<file path="config.mk">
export PLATFORM = sky130hd
export DESIGN_NAME = cop2_dispatch
export DESIGN_NICKNAME = d
export VERILOG_FILES = /design/src/rtl/cop2_dispatch.sv
export SDC_FILE = /design/constraint.sdc
export NUM_CORES = 1
export LEC_CHECK = 0
export BUFFER_PORTS_ARGS = -buffer_cell sky130_fd_sc_hd__buf_2
export CORE_AREA = 2 2 209 211
export CTS_CLUSTER_SIZE = 14
export DETAILED_ROUTE_END_ITERATION = 12
export DIE_AREA = 0 0 211 213
export PLACE_DENSITY = 0.53
export RECOVER_POWER = 50
export SLEW_MARGIN = 40
export SYNTH_ARGS = -nofsm -noshare
export SYNTH_HDL_FRONTEND = slang
export SYNTH_SLANG_ARGS = --single-unit
</file>
<file path="constraint.sdc">
create_clock -name clk -period 3.2 [get_ports clk]
set_clock_uncertainty 0.05 [all_clocks]
set_input_delay 0.32 -clock clk [delete_from_list [all_inputs] [get_ports clk]]
set_output_delay 0.32 -clock clk [all_outputs]
set_load 0.005 [all_outputs]
</file>
<file path="src/rtl/cop2_dispatch.sv">
module cop2_dispatch (
  input  logic         clk,
  input  logic         rst_n,
  input  logic         instr_valid,
  input  logic [31:0]  instr,
  input  logic [127:0] host_rdata,
  input  logic         cp_busy,
  input  logic         cp_q_busy,
  input  logic         cp_ilock_rel,
  input  logic [127:0] cp_rdata,
  input  logic [14:0]  saved_start,
  output logic         stall,
  output logic [4:0]   cp_reg_idx,
  output logic [4:0]   xfer_gpr,
  output logic         xfer_valid,
  output logic         xfer_to_cp,
  output logic         xfer_wide,
  output logic [127:0] xfer_data,
  output logic         start_valid,
  output logic [14:0]  start_addr,
  output logic         issue_valid,
  output logic [31:0]  issue_upper,
  output logic [31:0]  issue_lower,
  output logic         done,
  output logic         exc
);
  localparam logic [5:0]  OPC_COP2  = 6'b010010;
  localparam logic [31:0] UP_BASE   = 32'h4000_0000;
  localparam logic [31:0] LO_BASE   = 32'h1000_0000;
  localparam logic [31:0] UP_FILL   = 32'h4000_02FF;
  localparam logic [31:0] LO_FILL   = 32'h8000_033C;

  typedef enum logic [1:0] {S_IDLE, S_WAIT, S_ISSUE, S_DRAIN} state_t;
  typedef enum logic [3:0] {K_VRD, K_CRD, K_VWR, K_CWR, K_QWAIT,
                            K_RUN, K_RUNS, K_UP, K_LO, K_RSV} kind_t;

  state_t      st;
  kind_t       kind;
  logic [31:0] ir;
  logic        ready;

  wire [4:0] rs     = ir[25:21];
  wire [5:0] fn     = ir[5:0];
  wire [4:0] sub    = ir[10:6];
  wire       mid_z  = (ir[10:1] == 10'd0);

  assign stall      = (st != S_IDLE);
  assign cp_reg_idx = ir[15:11];
  assign xfer_gpr   = ir[20:16];

  always_comb begin
    kind = K_RSV;
    if (ir[31:26] != OPC_COP2)                      kind = K_RSV;
    else if (rs == 5'd1)                            kind = K_VRD;
    else if (rs == 5'd2 && mid_z)                   kind = K_CRD;
    else if (rs == 5'd5)                            kind = K_VWR;
    else if (rs == 5'd6 && mid_z)                   kind = K_CWR;
    else if (ir[10:0] == 11'h3BF)                   kind = K_QWAIT;
    else if (fn == 6'h38)                           kind = K_RUN;
    else if (fn == 6'h39)                           kind = K_RUNS;
    else if (fn < 6'h30 || (fn >= 6'h3C && sub < 5'h0C))
                                                    kind = K_UP;
    else if ((fn >= 6'h30 && fn <= 6'h35) || fn >= 6'h3C)
                                                    kind = K_LO;
  end

  always_comb begin
    case (kind)
      K_VRD, K_CRD: ready = !ir[0] || !cp_busy;
      K_VWR, K_CWR: ready = !ir[0] || cp_ilock_rel;
      K_QWAIT:      ready = !cp_q_busy;
      K_RSV:        ready = 1'b1;
      default:      ready = !cp_busy;
    endcase
  end

  always_ff @(posedge clk) begin
    if (!rst_n) begin
      st          <= S_IDLE;
      ir          <= '0;
      xfer_valid  <= 1'b0;
      xfer_to_cp  <= 1'b0;
      xfer_wide   <= 1'b0;
      xfer_data   <= '0;
      start_valid <= 1'b0;
      start_addr  <= '0;
      issue_valid <= 1'b0;
      issue_upper <= '0;
      issue_lower <= '0;
      done        <= 1'b0;
      exc         <= 1'b0;
    end else begin
      xfer_valid  <= 1'b0;
      start_valid <= 1'b0;
      issue_valid <= 1'b0;
      done        <= 1'b0;
      exc         <= 1'b0;
      case (st)
        S_IDLE: if (instr_valid) begin
          ir <= instr;
          st <= S_WAIT;
        end
        S_WAIT: if (ready) begin
          st <= S_IDLE;
          case (kind)
            K_VRD: begin
              xfer_valid <= 1'b1; xfer_to_cp <= 1'b0; xfer_wide <= 1'b1;
              xfer_data <= cp_rdata; done <= 1'b1;
            end
            K_CRD: begin
              xfer_valid <= 1'b1; xfer_to_cp <= 1'b0; xfer_wide <= 1'b0;
              xfer_data <= {64'd0, {32{cp_rdata[31]}}, cp_rdata[31:0]};
              done <= 1'b1;
            end
            K_VWR: begin
              xfer_valid <= 1'b1; xfer_to_cp <= 1'b1; xfer_wide <= 1'b1;
              xfer_data <= host_rdata; done <= 1'b1;
            end
            K_CWR: begin
              xfer_valid <= 1'b1; xfer_to_cp <= 1'b1; xfer_wide <= 1'b0;
              xfer_data <= {96'd0, host_rdata[31:0]}; done <= 1'b1;
            end
            K_QWAIT: done <= 1'b1;
            K_RUN: begin
              start_valid <= 1'b1; start_addr <= ir[20:6]; done <= 1'b1;
            end
            K_RUNS: begin
              start_valid <= 1'b1; start_addr <= saved_start; done <= 1'b1;
            end
            K_UP: begin
              issue_valid <= 1'b1;
              issue_upper <= UP_BASE | {7'd0, ir[24:0]};
              issue_lower <= LO_FILL;
              st <= S_ISSUE;
            end
            K_LO: begin
              issue_valid <= 1'b1;
              issue_upper <= UP_FILL;
              issue_lower <= LO_BASE | {7'd0, ir[24:0]};
              st <= S_ISSUE;
            end
            default: exc <= 1'b1;
          endcase
        end
        S_ISSUE: st <= S_DRAIN;
        default: if (!cp_busy) begin
          done <= 1'b1;
          st   <= S_IDLE;
        end
      endcase
    end
  end

  AST_READ_ILOCK: assert property (@(posedge clk) disable iff (!rst_n)
    (xfer_valid && !xfer_to_cp && ir[0]) |-> !$past(cp_busy));
  AST_WRITE_ILOCK: assert property (@(posedge clk) disable iff (!rst_n)
    (xfer_valid && xfer_to_cp && ir[0]) |-> $past(cp_ilock_rel));
  AST_QWAIT_IDLE: assert property (@(posedge clk) disable iff (!rst_n)
    (done && kind == K_QWAIT) |-> !$past(cp_q_busy));
  AST_START_IDLE: assert property (@(posedge clk) disable iff (!rst_n)
    start_valid |-> !$past(cp_busy));
  AST_ISSUE_IDLE: assert property (@(posedge clk) disable iff (!rst_n)
    issue_valid |-> !$past(cp_busy));
  AST_ISSUE_DRAINED: assert property (@(posedge clk) disable iff (!rst_n)
    (done && (kind == K_UP || kind == K_LO)) |-> (!$past(cp_busy) && !$past(issue_valid)));
  AST_ONE_ACTION: assert property (@(posedge clk) disable iff (!rst_n)
    $onehot0({xfer_valid, start_valid, issue_valid, exc}));
  AST_EXC_NO_DONE: assert property (@(posedge clk) disable iff (!rst_n)
    exc |-> !done);
  AST_STALL_RELEASE: assert property (@(posedge clk) disable iff (!rst_n)
    (done || exc) |-> !stall);
endmodule

</file>
==> impl_metrics.toml <==
[status]
status = "completed"

[sta]
setup_violations = 0
final_max_slew_viol_count = 0
slew_headroom_pct = 37.5
fmax_ghz = 0.337
rsz0062_at_grt = "no"
finalHoldViolCount = 0
setup_tns_ps = 0
finalCritPeriodShare_pct = 92.6
tightest_slew_ps = 937
fin_crit_ps = 2960
setup_slack_ps = 236

[layout]
final_core_util_pct = 34.5
syn_to_final_growth_pct = 40.2
nNetsFinal = 1951
final_layout_size_suffix_gt1_share_pct = 28.7
layout_commonest_cell = "buf_2"
mostFrequentLayoutCells = "buf_2 (353), dfxtp_1 (237), clkbuf_1 (177), nand2_1 (158), nor2_1 (103)"

[cts]
cts_buffers = 28
cts-htree-levels = 1
cts_max_path_buffers = 3
post-cts-setup-buffers = 0
clk_pin_slew_ps = 70
cts_tree = "yes"
insertion_delay_ps = 550
root_buffer = "clkbuf_16"
clock_sinks = 237

[setup_path]
r2r_slack_ps = 240
end_kind = "flip-flop"
path_buf_inv = 1
rr_worst_depth = 8
critical_path_depth = 8
path_class = "reg -> reg"
cp_slowest_cell = "or4_4"
worstSetupStartpointType = "flip-flop"
path_delay_family = "simple AND/OR/NAND/NOR gates"
critPathRequiredTime_ps = 3620
timing.rr.start = "ir[3]"
crit_chain = "nor4_1 -> nand4_1 -> nand2_2 -> or4_4 -> and3_1 -> or3_2 -> buf_12 -> o2bb2ai_1"
cp_max_fo = 33
worstPathArrival_ps = 3380
cp_slowest_stage_delay_ps = 580
r2r_end = "xfer_data[34]"

[yosys]
yosysUniqueCellTypes = 57
ys_seq_area_share_pct = 45.2
yosysWarnings = 0
synth_area_sq_um = 10500
async_reset_ff_share_pct = 0
ys_seq_elements = 237
postSynthAreaPerCell_sq_um = 9.16
synth_edf_count = 0
ys.flop_type = "dfxtp_1"
synth_cells = 1146

[power]
power_density_nw_per_um2 = 466
power_leakage_nw = 5.46
vdd.ir_drop.worst_mv = 0.360

[place]
io_buffer_count = 522
dp_slack_ps = 283
dp_hpwl_microns = 30000
place.gp.congestion = 0.799

[global_route]
overflow = 0
grt_pass1_wl_microns = 57200
grt_max_degree = 109
grt_pass1_vias = 9586
grt_usage_pct = 16.5
antenna_found_initial = 3

[floorplan]
core-area_sq_um = 42700
rows = 76
die_h_microns = 213
dieArea_sq_um = 44900
start_util_pct = 24.6
fp.dieW_microns = 211
ios = 534

[route]
drt_iter0_drc = 678
firstDrtPassIters = 5
antenna_left = 0
wirelength_met1_microns = 17200
routed_wl_microns = 40400
wl_met2_microns = 19800
highest_layer = "met5"
post_drt_wl_per_cell_microns = 18.3
wl_met3_microns = 2350
route.vias.total = 10500
drc = 0
vias_per_cell = 4.73

[min_path]
min_path_cells = 3
hold_class = "in -> reg"
min_from = "cp_rdata[56]"
hold_end = "xfer_data[56]"

[flow_run]
maxCapViolCount = 0
==> cell usage after synthesis (2+ instances only) <==
cell type	number	area, sq um
buf_4	22	165
and3_1	2	12.5
dfxtp_1	237	4740
a21oi_1	52	260
o21ai_0	14	70.1
nor2_1	106	398
o2bb2ai_2	29	435
a311oi_1	16	140
o2bb2ai_1	35	307
buf_6	3	33.8
a211oi_1	96	721
o211a_1	4	40.0
a21o_1	2	15.0
nand4_1	3	18.8
nor4_1	5	31.3
nand2_1	158	593
nor4b_4	2	47.6
nand3_1	40	200
mux2i_1	93	931
or4_1	4	30.0
nor4_2	2	25.0
nor4b_1	4	35.0
clkbuf_1	80	300
nand3b_1	2	15.0
nor2b_1	2	12.5
nor3_1	3	15.0
buf_2	25	125
o21a_1	4	30.0
inv_1	5	18.8
buf_1	6	22.5
a22oi_1	64	480
==> metal layers <==
metal	track usage, %	up-vias
li1	-	5153
met1	20.7	4865
met2	28.6	376
met3	2.87	60
met4	5.17	2
met5	0	-
==> worst max-delay path by stage <==
| stage | startpoint | end | slack, ps |
|---|---|---|---|
| 2_1_floorplan | ir[0] | xfer_data[35] | 620 |
| 5_1_grt | ir[22] | xfer_data[111] | 20 |
| 3_5_place_dp | ir[2] | issue_lower[23] | 280 |
| 6_report | ir[3] | xfer_data[34] | 240 |
| 3_3_place_gp | ir[7] | xfer_data[33] | 190 |
| 4_1_cts | ir[2] | issue_lower[23] | 230 |
==> through the flow <==
step	total power [mW]	std cells	area (sq um)	hold WS [ps]
finish	6.85	2210	14700	28.6
global route	7.14	2210	14700	8.12
CTS	6.96	2209	14900	0.203
detailed placement	3.61	2120	13600	393
global placement	3.60	2118	13500	391
floorplan	3.32	1156	10500	382
==> timing repair <==
action | in CTS | in global routing
hold buffers | 38 | 0
gates resized for setup | 0 | 1
hold endpoints to repair | 38 | 0
setup endpoints to repair | 0 | 19
==> kinds of logic (layout without fill, tap and decap cells) <==
group	after synthesis	after routing	share of synthesized area [%]
and+or+nand+nor	343	343	14.5
AOI/OAI and AO/OA	329	329	24.9
DFF	237	237	45.2
buffers and inverters	142	649	6.38
muxes	93	93	8.87
other	1	12	0.0357
xor gates and xnor gates	1	1	0.0835
==> worst reg2reg max path, delay by kind of cell, from the launching register on <==
| kind | cells | cell delay [ps] |
|---|---|---|
| DFF | 1 | 560 |
| buffers and inverters | 1 | 200 |
| and+or+nand+nor | 6 | 1880 |
| AOI/OAI and AO/OA | 1 | 200 |
==> power by group <==
part	internal, mW	switching, mW	leakage, nW	total [mW]
clock	2.01	1.26	0.465	3.27
sequential	2.98	0.0466	1.91	3.03
combinational	0.270	0.283	3.08	0.552
total	5.26	1.59	5.46	6.85
==> registers in the layout, summed over array words and instances, names as in the netlist <==
| name | count |
|---|---|
| issue_upper | 26 |
| issue_lower | 27 |
| xfer_wide | 1 |
| start_valid | 1 |
| exc | 1 |
| xfer_valid | 1 |
| ir | 32 |
| xfer_data | 128 |
| xfer_to_cp | 1 |
| st | 2 |
| done | 1 |
| issue_valid | 1 |
| start_addr | 15 |
==> cell type report <==
cell class	count	area [sq um]
Timing Repair Buffer	592	3140
Multi-Input combinational cell	777	5170
Tap cell	546	683
Antenna cell	1	2.50
Sequential cell	237	4740
Clock buffer	42	825
Inverter	6	25.0
Clock inverter	9	123
Fill cell	4439	28000
Note: power is estimated with default switching activity, not from simulation.
